[src/rtl/tsync_pkg.sv]
// Shared constants for the vsync resynchronizer.
// Assumes a two-bit force mode field in which one code arms the trigger.
package tsync_pkg;
    typedef enum logic [1:0] {
        FORCE_OFF      = 2'd0,
        FORCE_RSVD1    = 2'd1,
        FORCE_ON_TRIG  = 2'd2,
        FORCE_RSVD3    = 2'd3
    } force_mode_e;
endpackage

[src/rtl/tsync_edge_detect.sv]
// Synchronizes one asynchronous vsync line with a two-flop chain and
// produces single-cycle rising and falling edge pulses.
// Assumes the line holds each level for at least two clocks.
module tsync_edge_detect #(
    parameter int SYNC_STAGES = 2
) (
    input  logic clk,
    input  logic rst_n,
    input  logic line_i,
    output logic rise_o,
    output logic fall_o
);
    logic [SYNC_STAGES-1:0] chain_q;
    logic                   last_q;

    // Metastability chain followed by one register of history.
    always_ff @(posedge clk) begin
        if (!rst_n) begin
            chain_q <= '0;
            last_q  <= 1'b0;
        end else begin
            chain_q <= {chain_q[SYNC_STAGES-2:0], line_i};
            last_q  <= chain_q[SYNC_STAGES-1];
        end
    end

    // Edge pulses from the synchronized level and its history.
    always_comb begin
        rise_o = chain_q[SYNC_STAGES-1] & ~last_q;
        fall_o = ~chain_q[SYNC_STAGES-1] & last_q;
    end

    assert_one_edge_kind_R2: assert property (@(posedge clk) disable iff (!rst_n)
        rise_o |-> !fall_o);
    assert_rise_single_R7: assert property (@(posedge clk) disable iff (!rst_n)
        rise_o |=> !rise_o);
    assert_fall_single_R7: assert property (@(posedge clk) disable iff (!rst_n)
        fall_o |=> !fall_o);
endmodule

[src/rtl/tsync_force_unit.sv]
// Decides whether a selected edge is a trigger and registers the
// counter load strobe with the end-of-frame load values.
// Assumes v_total is at least 1 when interlace is set.
module tsync_force_unit
    import tsync_pkg::*;
#(
    parameter int H_W = 14,
    parameter int V_W = 14
) (
    input  logic           clk,
    input  logic           rst_n,
    input  logic           rise_i,
    input  logic           fall_i,
    input  logic           rise_en_i,
    input  logic           fall_en_i,
    input  logic [1:0]     mode_i,
    input  logic [H_W-1:0] h_total_i,
    input  logic [V_W-1:0] v_total_i,
    input  logic           interlace_i,
    output logic           fire_o,
    output logic           stb_o,
    output logic [H_W-1:0] load_h_o,
    output logic [V_W-1:0] load_v_o
);
    localparam logic [V_W-1:0] V_ONE = V_W'(1);

    logic edge_hit;

    // Trigger qualification by edge enables and force mode.
    always_comb begin
        edge_hit = (rise_en_i & rise_i) | (fall_en_i & fall_i);
        fire_o   = edge_hit && (force_mode_e'(mode_i) == FORCE_ON_TRIG);
    end

    // Strobe and load values registered on a trigger.
    always_ff @(posedge clk) begin
        if (!rst_n) begin
            stb_o    <= 1'b0;
            load_h_o <= '0;
            load_v_o <= '0;
        end else begin
            stb_o <= fire_o;
            if (fire_o) begin
                load_h_o <= h_total_i;
                load_v_o <= interlace_i ? (v_total_i - V_ONE) : v_total_i;
            end
        end
    end

    assert_mode_gates_R4: assert property (@(posedge clk) disable iff (!rst_n)
        stb_o |-> ($past(mode_i) == 2'd2));
    assert_no_enable_no_stb_R3: assert property (@(posedge clk) disable iff (!rst_n)
        (!rise_en_i && !fall_en_i) |=> !stb_o);
    assert_load_h_R5: assert property (@(posedge clk) disable iff (!rst_n)
        stb_o |-> (load_h_o == $past(h_total_i)));
endmodule

[src/rtl/tsync_occ_flag.sv]
// Sticky record that a forced count load took place.
// Assumes set and clear are synchronous single-cycle requests; set wins.
module tsync_occ_flag (
    input  logic clk,
    input  logic rst_n,
    input  logic set_i,
    input  logic clr_i,
    output logic flag_o
);
    // Set has priority over clear.
    always_ff @(posedge clk) begin
        if (!rst_n)      flag_o <= 1'b0;
        else if (set_i)  flag_o <= 1'b1;
        else if (clr_i)  flag_o <= 1'b0;
    end

    assert_set_wins_R9: assert property (@(posedge clk) disable iff (!rst_n)
        set_i |=> flag_o);
    assert_clear_R9: assert property (@(posedge clk) disable iff (!rst_n)
        (clr_i && !set_i) |=> !flag_o);
    assert_sticky_R8: assert property (@(posedge clk) disable iff (!rst_n)
        (flag_o && !clr_i) |=> flag_o);
endmodule

[src/rtl/vsync_resync_trigger.sv]
// Top of the vsync resynchronizer: one edge detector per source pipe,
// selection of the followed pipe, trigger decision and sticky flag.
// Assumes src_vsync lines are asynchronous and slow relative to clk.
module vsync_resync_trigger #(
    parameter int NUM_SRC = 4,
    parameter int H_W     = 14,
    parameter int V_W     = 14,
    parameter int SEL_W   = (NUM_SRC > 1) ? $clog2(NUM_SRC) : 1
) (
    input  logic               clk,
    input  logic               rst_n,
    input  logic [NUM_SRC-1:0] src_vsync,
    input  logic [SEL_W-1:0]   src_sel,
    input  logic               trig_rise_en,
    input  logic               trig_fall_en,
    input  logic [1:0]         force_mode,
    input  logic [H_W-1:0]     h_total,
    input  logic [V_W-1:0]     v_total,
    input  logic               interlace,
    input  logic               occ_clear,
    output logic               load_stb,
    output logic [H_W-1:0]     load_h,
    output logic [V_W-1:0]     load_v,
    output logic               occurred
);
    logic [NUM_SRC-1:0] rise_vec;
    logic [NUM_SRC-1:0] fall_vec;
    logic               sel_rise;
    logic               sel_fall;
    logic               fire;

    for (genvar g = 0; g < NUM_SRC; g++) begin : g_src
        tsync_edge_detect #(.SYNC_STAGES(2)) u_edge (
            .clk    (clk),
            .rst_n  (rst_n),
            .line_i (src_vsync[g]),
            .rise_o (rise_vec[g]),
            .fall_o (fall_vec[g])
        );
    end

    // Pick the edge pulses of the followed pipe.
    always_comb begin
        sel_rise = rise_vec[src_sel];
        sel_fall = fall_vec[src_sel];
    end

    tsync_force_unit #(.H_W(H_W), .V_W(V_W)) u_force (
        .clk         (clk),
        .rst_n       (rst_n),
        .rise_i      (sel_rise),
        .fall_i      (sel_fall),
        .rise_en_i   (trig_rise_en),
        .fall_en_i   (trig_fall_en),
        .mode_i      (force_mode),
        .h_total_i   (h_total),
        .v_total_i   (v_total),
        .interlace_i (interlace),
        .fire_o      (fire),
        .stb_o       (load_stb),
        .load_h_o    (load_h),
        .load_v_o    (load_v)
    );

    tsync_occ_flag u_flag (
        .clk    (clk),
        .rst_n  (rst_n),
        .set_i  (fire),
        .clr_i  (occ_clear),
        .flag_o (occurred)
    );

    assert_stb_sets_flag_R8: assert property (@(posedge clk) disable iff (!rst_n)
        load_stb |-> occurred);
    assert_other_pipe_quiet_R1: assert property (@(posedge clk) disable iff (!rst_n)
        (!rise_vec[src_sel] && !fall_vec[src_sel]) |=> !load_stb);
endmodule

[config.mk]
export PLATFORM = sky130hd
export DESIGN_NAME = vsync_resync_trigger
export DESIGN_NICKNAME = d
export VERILOG_FILES = /design/src/rtl/tsync_pkg.sv /design/src/rtl/tsync_edge_detect.sv /design/src/rtl/tsync_force_unit.sv /design/src/rtl/tsync_occ_flag.sv /design/src/rtl/vsync_resync_trigger.sv
export SDC_FILE = /design/constraint.sdc
export NUM_CORES = 1
export LEC_CHECK = 0
export BUFFER_PORTS_ARGS = -buffer_cell sky130_fd_sc_hd__buf_4
export CAP_MARGIN = 20
export CELL_PAD_IN_SITES_DETAIL_PLACEMENT = 0
export CELL_PAD_IN_SITES_GLOBAL_PLACEMENT = 2
export CORE_MARGIN = 8
export CORE_UTILIZATION = 30
export CTS_BUF_LIST = sky130_fd_sc_hd__clkbuf_8 sky130_fd_sc_hd__clkbuf_16
export DETAILED_ROUTE_END_ITERATION = 12
export GPL_TIMING_DRIVEN = 0
export PLACE_DENSITY = 0.87
export SETUP_SLACK_MARGIN = 0.5
export SYNTH_ARGS = -nofsm -noshare
export SYNTH_HDL_FRONTEND = slang
export SYNTH_SLANG_ARGS = --single-unit
[constraint.sdc]
create_clock -name clk -period 4.6 [get_ports clk]
set_input_delay 0.92 -clock clk [delete_from_list [all_inputs] [get_ports clk]]
set_output_delay 0.92 -clock clk [all_outputs]
set_load 0.005 [all_outputs]
Yosys cells after proc, flatten, opt, wreduce, memory -nomap -nowiden
Index checks and enable logic that the tools add are counted.

Add/sub/neg operators: 1. Order comparisons: 1. Eq/ne operators: 1. Muxes and demuxes: 7. Bitwise logic cells: 19. Reductions and logical operators: 2.

Operator list (count): 2-to-1 mux 14 bit (1); subtractor 14 x 1 -> 14 bit (second input constant) (1); bitwise AND 1 bit (10); inverter 1 bit (8); binary-select mux 1 bit (select 2 bit) (2); 2-to-1 mux 1 bit (4); less-than comparator 2 x 3 -> 1 bit (second input constant) (1); == test 2 bit (second input constant) (1); nonzero test 2 bit (1); logical AND 1 bit (1); OR 1 bit (1).

Flip-flop bits (word level): 42. Bits of input ports: 42. Output and inout bits: 30.

Logic depth before layout (Yosys ltp)
Gate-level depths: netlist (run 1).

Depth after elaboration: 8. Depth in mapped cells: 8.

Cells and area by module
A second synthesis (run 1) with hierarchy kept.

Cells, all modules: 187. Area total of the unflattened synthesis: 1762.9 um^2.

By module, submodules not included: tsync_force_unit (instances 1, cells each 150, area each 1303.8 um^2); tsync_edge_detect (instances 4, cells each 8, area each 91.3 um^2); vsync_resync_trigger (instances 1, cells each 2, area each 52.6 um^2); tsync_occ_flag (instances 1, cells each 3, area each 41.3 um^2).

Least setup slack after synthesis (run 1)
OpenSTA, ideal clock, no wires.

Kind: input-to-reg. Start: input v_total[9]. End: register u_force.load_v_o[13]. Library setup time: 0.116 ns. Data arrival time: 2.049 ns. Data required time: 4.484 ns. Setup slack: 2.435 ns. Cell stages on the path: 5. Path buffers: 0. Path through: or4_4 nor4_4 xnor2_1 nand2_1 o211a_1.

Longest elaborated chain between the ends: 2.

RTL lines: from (decl) (RTL line vsync_resync_trigger.sv:18) `input logic [V_W-1:0] v_total,`; subtractor 14 x 1 -> 14 bit (RTL line tsync_force_unit.sv:45) `load_v_o <= interlace_i ? (v_total_i - V_ONE) : v_total_i;`; 2-to-1 mux 14 bit (RTL line tsync_force_unit.sv:45); to (signal assigned) (RTL line tsync_force_unit.sv:45); to (decl) (RTL line tsync_force_unit.sv:23) `output logic [V_W-1:0] load_v_o`.

Every way passes these cells. A chain may end at the register's enable or synchronous reset.

Worst setup path after layout (run 1)
Start: input src_sel[0]. End: register u_force.load_v_o[12].

Longest elaborated chain between the ends: 5. Elaborated cells between the ends (all ways): 8. Those cells by class: 4 x mux; 3 x bitwise; 1 x reduce/logical.

RTL lines: from (decl) (RTL line vsync_resync_trigger.sv:13) `input logic [SEL_W-1:0] src_sel,`; binary-select mux 1 bit (select 2 bit), on equally long branches (RTL line vsync_resync_trigger.sv:44, vsync_resync_trigger.sv:45); 2-to-1 mux 1 bit, on equally long branches (RTL line vsync_resync_trigger.sv:44, vsync_resync_trigger.sv:45); bitwise AND 1 bit (RTL line tsync_force_unit.sv:31) `edge_hit = (rise_en_i & rise_i) | (fall_en_i & fall_i);`; OR 1 bit (*) (RTL line tsync_force_unit.sv:31); logical AND 1 bit (*) (RTL line tsync_force_unit.sv:32) `fire_o = edge_hit && (force_mode_e'(mode_i) == FORCE_ON_TRIG);`.

Mark *: on every way between the ends. The rest lies on a longest branch, timed or not. The select of a mux whose other input is x is not followed.

==> results of run 1 <==
-- state kept, by name, indices dropped and copies added, names as in the netlist --
register	cells
u_force.load_v_o	14
g_src.u_edge.chain_q	8
g_src.u_edge.last_q	4
u_flag.flag_o	1
u_force.stb_o	1
u_force.load_h_o	14
-- cell usage after synthesis, types with 4 or more instances --
cell type / n
mux2i_1: 15
nand2_1: 15
buf_6: 5
o211a_1: 13
dfxtp_1: 42
nor2b_1: 16
nor2_1: 6
and2_1: 13
inv_1: 4
xor2_1: 5
clkbuf_1: 4
xnor2_1: 7
-- routing by layer --
layer  global-route usage  part of all wire  wire [um]
met5                    0                 0          0
met4               0.0312             0.011         49
met3               0.0444             0.091        406
met2                0.160              0.44       1990
met1                0.121              0.45       2030
-- where the power goes --
group | switching (mW) | leakage, nW | internal (mW)
Sequential | 0.00755 | 0.342 | 0.379
Combinational | 0.0429 | 0.800 | 0.0637
Clock | 0.115 | 0.0607 | 0.158
Total | 0.165 | 1.20 | 0.600
-- kinds of logic after synthesis --
logic type	count (synthesis)	synth area share
compound gates	23	0.111
xor+xnor	12	0.0569
fa+ha+maj	1	0.00677
buf+inv	14	0.0508
flops	42	0.455
mux	15	0.0812
simple gates	72	0.238
-- stage by stage --
stage | setup slack, ns | util | cell area [sq um] | total power, mW
after floorplan | 2.43 | - | 1850 | 0.441
after global placement | 2.14 | 0.416 | 2470 | 0.502
after detailed placement | 2.13 | 0.416 | 2470 | 0.503
after CTS | 2.45 | 0.433 | 2580 | 0.782
after global routing | 2.35 | 0.433 | 2580 | 0.809
final | 2.47 | 0.433 | 2580 | 0.765
-- worst max-delay path, stage by stage --
cell	delay, ns
buf_4	0.13
and2b_1	0.16
a221oi_1	0.26
a32o_1	0.17
buf_4	0.19
buf_6	0.16
buf_6	0.14
nand2_1	0.06
o211a_1	0.12
-- path summary, 6_finish.rpt --
kind,from,end,slack [ns]
hold / removal,g_src[2].u_edge.chain_q[0]$_SDFF_PN0_,g_src[2].u_edge.chain_q[1]$_SDFF_PN0_,0.43
setup reg to reg,g_src[1].u_edge.last_q$_SDFF_PN0_,u_force.load_v_o[12]$_SDFFE_PN0P_,2.84
hold reg to reg,g_src[2].u_edge.chain_q[0]$_SDFF_PN0_,g_src[2].u_edge.chain_q[1]$_SDFF_PN0_,0.43
setup / recovery,src_sel[0],u_force.load_v_o[12]$_SDFFE_PN0P_,2.47
-- area by class of cell --
| type | count | area share |
|---|---|---|
| Buffer | 10 | 0.0305 |
| Clock buffer | 5 | 0.0267 |
| Clock inverter | 3 | 0.0145 |
| Inverter | 4 | 0.00582 |
| Multi-Input combinational cell | 123 | 0.354 |
| Sequential cell | 42 | 0.326 |
| Tap cell | 75 | 0.0364 |
| Timing Repair Buffer | 71 | 0.206 |
==> run metrics, run 1 <==
Die H=about 94 um; status=finished clean; Non-Filler Instances=333; Min-Delay Path Depth=1; Post-synth top flop=dfxtp_1; vias in the first global route=between 1500 and 2000; CTS Hold Bufs=0; clock tree buffer depth=2; max-cap violations=0; Overflow after GRT=0; share of cells above drive strength 1=0.341; storage element area=between 800 and 900 sq um; Total Routing Usage GR=0.101; clk_skew=about 0.0022 ns; CP Capture Type=flip-flop; worst setup path class=input port to flip-flop; final layout net count=300; count of final setup violators=0; HP Class=flip-flop to flip-flop; Final Hold Violating Endpoints=0; Worst EP arrival=between 2 and 2.5 ns; Period Utilization, post-route=0.464; Leakage=~1.2 nW; # DRC=0; RSZ-0062 raised after global routing=no; CP Data Required Time=approximately 4.8 ns; Final GP Congestion=0.798; first-pass GRT wire length=~7300 um; Seq/Total Area, Yosys=0.455; synth top area cells=dfxtp_1 45%, mux2i_1 8.1%, o211a_1 7.0%; DRT iter0 DRCs=15; worst hold slack=0.434 ns; EDFF count, synth=0; most common cell after layout, fill and taps aside=buf_4; syn_area_per_cell=around 10 sq um; Yosys top cell by area=dfxtp_1; Worst-Margin Slew=between 0.4 and 0.5 ns; Root Buffer=clkbuf_8; Die Area=just under 9000 sq um; distinct cell type count after synthesis=38; routed wire length=approximately 4500 um; DR WL/cell=13.4 um; CTS tree=built; area of the multi-input gates=~910 sq um; crit start category=input port; CTS Sinks=between 40 and 50; Slew headroom=0.723; initial antenna violation count=0; H-tree Lvls=2; vias per cell=approximately 4.5; Inserted Clock Buffers=5; Post-synth ARST share=0; cell count after synthesis=roughly 180; synthesized area=approximately 1800 sq um; Period minus WS final=2.13 ns; # IOs=72; P&R area growth vs syn=39.7%; HPWL Detailed=3560 um; # placed instances=325; port bufs=just over 70; sum of negative setup slack=0 ns; Post-Syn Nets=about 220; Max rail drop VDD=about 0.11 mV; Setup Fix Bufs, Post-CTS=0; die width=roughly 94 um; first-pass iteration count of the detailed router=5; Clock transition at path regs=around 0.070 ns; commonest cells after routing, fill and taps aside=72 x buf_4, 42 x dfxtp_1, 16 x nor2b_1; Max Fanout on Critical Path=10; FMAX=around 0.47 GHz; Slew Viols, Final=0; largest net degree at the start of global routing=13; filler instances=~630; Seq cells post-synth=42; antenna cell count=0; Worst-Skew Late Latency=0.28 ns; # resized after CTS=0; Initial Utilization=0.310; Core ar.=a little under 6000 sq um; Reg2Reg Depth=8; DR vias=approximately 1500; P per Cell Area=297 nW/um^2; Synth top area share=0.455; FP Rows=28; Syn. warnings=0; Routed Antenna Nets=0
(Power assumes the default switching activity.)
==> run 2, diff against run 1 <==
--- a/config.mk
+++ b/config.mk
@@ -10,11 +10,11 @@
 export CELL_PAD_IN_SITES_DETAIL_PLACEMENT = 0
 export CELL_PAD_IN_SITES_GLOBAL_PLACEMENT = 2
 export CORE_MARGIN = 8
-export CORE_UTILIZATION = 30
+export CORE_UTILIZATION = 26
 export CTS_BUF_LIST = sky130_fd_sc_hd__clkbuf_8 sky130_fd_sc_hd__clkbuf_16
 export DETAILED_ROUTE_END_ITERATION = 12
 export GPL_TIMING_DRIVEN = 0
-export PLACE_DENSITY = 0.87
+export PLACE_DENSITY = 0.81
 export SETUP_SLACK_MARGIN = 0.5
 export SYNTH_ARGS = -nofsm -noshare
 export SYNTH_HDL_FRONTEND = slang
==> constraint.sdc (replaced) <==
create_clock -name clk -period 1.8 [get_ports clk]
set_input_delay 0.36 -clock clk [delete_from_list [all_inputs] [get_ports clk]]
set_output_delay 0.36 -clock clk [all_outputs]
set_load 0.005 [all_outputs]
==> run metrics, run 2 (synthesized netlist as in run 1, its figures left out) <==
Die Area=10100 sq um (+13%); port bufs=71 (unchanged); post-layout util=0.413 (-0.0202); Total Routing Usage GR=0.0959 (-0.00564); largest net degree at the start of global routing=14 (+1); CP Data Required Time=1.99 ns (-2.79 ns); initial antenna violation count=0 (unchanged); HP Class=input port to flip-flop; Slew Viols, Final=0 (unchanged); Leakage=1.30 nW (+8.1%); Core ar.=6830 sq um (+15%); Initial Utilization=0.271 (-0.0398); Worst-Margin Slew=0.442 ns (+0.0267 ns); CP Capture Type=flip-flop; Root Buffer=clkbuf_8; FMAX=about 0.62 GHz; vias per cell=4.21 (-6.2%); Slew headroom=0.706 (-0.0178); FP Rows=30 (+7.1%); clock tree buffer depth=2 (unchanged); CTS tree=built; # DRC=0 (unchanged); CP max-delay cell=dfxtp_2; most common cell after layout, fill and taps aside=buf_4; Period minus WS final=1.62 ns; DR vias=1524 (+2.0%); CP delay by family, top=compound AO/OA/AOI/OAI gates; total power=2.04 mW (+170%); # placed instances=346 (+6.5%); share of cells above drive strength 1=0.425 (+0.0837); P per Cell Area=723 nW/um^2 (+140%); CP Cell Sequence=or2b_1 > a221oi_2 > a32o_2 > buf_6 > buf_8 > buf_6 > nand2_4 > o211a_1; worst setup path class=flip-flop to flip-flop; final layout net count=308 (+2.7%); die width=100 um (+6.2%); Worst-Skew Late Latency=0.29 ns (about the same); H-tree Lvls=2 (unchanged); P&R area growth vs syn=52.7%; status=finished clean; max-cap violations=0 (unchanged); first-pass iteration count of the detailed router=3 (-2); HPWL Detailed=3680 um (+3.5%); Overflow after GRT=0 (unchanged); routed wire length=4850 um (+8.3%); antenna cell count=0 (unchanged); Final GP Congestion=0.696 (-13%); clk_skew=0.00630 ns (+0.00411 ns); crit start category=flip-flop; count of final setup violators=0 (unchanged); DR WL/cell=13.4 um (-0.36%); Final Hold Violating Endpoints=0 (unchanged); first-pass GRT wire length=7690 um (+5.9%); CTS Sinks=42 (unchanged); Die H=100 um (+6.2%); sum of negative setup slack=0 ns (unchanged); Worst EP arrival=1.81 ns (-0.51 ns); Clock transition at path regs=0.08 ns (about the same); # IOs=72 (unchanged); vias in the first global route=1625 (+5.4%); Top Registers=u_force.load_h_o: 14 flops, u_force.load_v_o: 14 flops, g_src.u_edge.chain_q: 8 flops; DRT iter0 DRCs=23 (+8); RSZ-0062 raised after global routing=yes; Max Fanout on Critical Path=6 (-4); Period Utilization, post-route=0.901; Non-Filler Instances=362 (+8.7%); CP max stage delay=0.32 ns (+0.06 ns); commonest cells after routing, fill and taps aside=72 x buf_4, 39 x dfxtp_1, 16 x nor2b_1; CP most frequent cell=buf_6; Max rail drop VDD=0.333 mV (+190%); Inserted Clock Buffers=5 (unchanged); worst path bufs/invs=3 (-1); Routed Antenna Nets=0 (unchanged)
## run 2: cell types whose count changed in the layout (fill, tap and decap cells not counted), moves of 2 or more
cell / previous run / this run
buf_16: 0 / 2
buf_12: 0 / 2
mux2i_2: 0 / 2
clkinv_2: 0 / 2
inv_1: 6 / 4
nand2_2: 0 / 5
nand2_1: 15 / 9
buf_8: 0 / 3
dfxtp_2: 0 / 3
dfxtp_1: 42 / 39
mux2i_1: 15 / 13
## run 2: final cells by class
cell class              count  area, sq um
plain buffers              10          103
flip-flops and latches     42          845
clock buffers               5         68.8
clock inverters             3         40.0
well taps                  96          120
repair buffers             79          661
multi-input cells         123          971
fillers                   711         4010
inverters                   4         15.0
## run 2: worst reg2reg max path: cells and delay by family (launching register included)
family,cells,cell delay [ns]
flip-flops,1,0.32
buffers and inverters,3,0.39
AO/OA/AOI/OAI,3,0.54
AND/OR/NAND/NOR,2,0.29
## run 2: path summary, 6_finish.rpt
path	start	cells past startpoint	slack (ns)	to
worst max register to register	g_src[1].u_edge.last_q$_SDFF_PN0_	8	0.18	u_force.load_v_o[7]$_SDFFE_PN0P_
worst min-delay path	src_vsync[2]	2	0.28	g_src[2].u_edge.chain_q[0]$_SDFF_PN0_
worst min register to register	g_src[0].u_edge.chain_q[0]$_SDFF_PN0_	1	0.44	g_src[0].u_edge.chain_q[1]$_SDFF_PN0_
worst max-delay path	g_src[1].u_edge.last_q$_SDFF_PN0_	8	0.18	u_force.load_v_o[7]$_SDFFE_PN0P_
## run 2: power breakdown
group          internal [mW]  total (mW)  switching [mW]
logic                  0.194       0.320           0.126
registers              0.968       0.988          0.0201
clock network          0.408       0.733           0.325
## run 2: timing repair
item | CTS | global route
hold buffers | 0 | 0
pin swaps | 3 | 3
resized for setup | 18 | 10
cloned | 2 | 0
setup buffers | 5 | 1
endpoints found under the setup margin | 30 | 30
## run 2: per-stage QoR
stage | worst slack [ns] | instance area [sq um] | hold WS [ns]
6_report | 0.179 | 2820 | 0.277
5_1_grt | 0.111 | 2820 | 0.280
4_1_cts | 0.178 | 2780 | 0.272
3_5_place_dp | -0.0927 | 2520 | 0.418
3_3_place_gp | -0.0830 | 2520 | 0.415
2_1_floorplan | 0.199 | 1870 | 0.412
## run 2: layer usage
layer  vias to the layer above  track usage  wire length, um
met5                         -            0                0
met4                         0       0.0209               19
met3                         2       0.0561              475
met2                        44        0.156             2230
met1                       694        0.105             2120
li1                        784            -                -
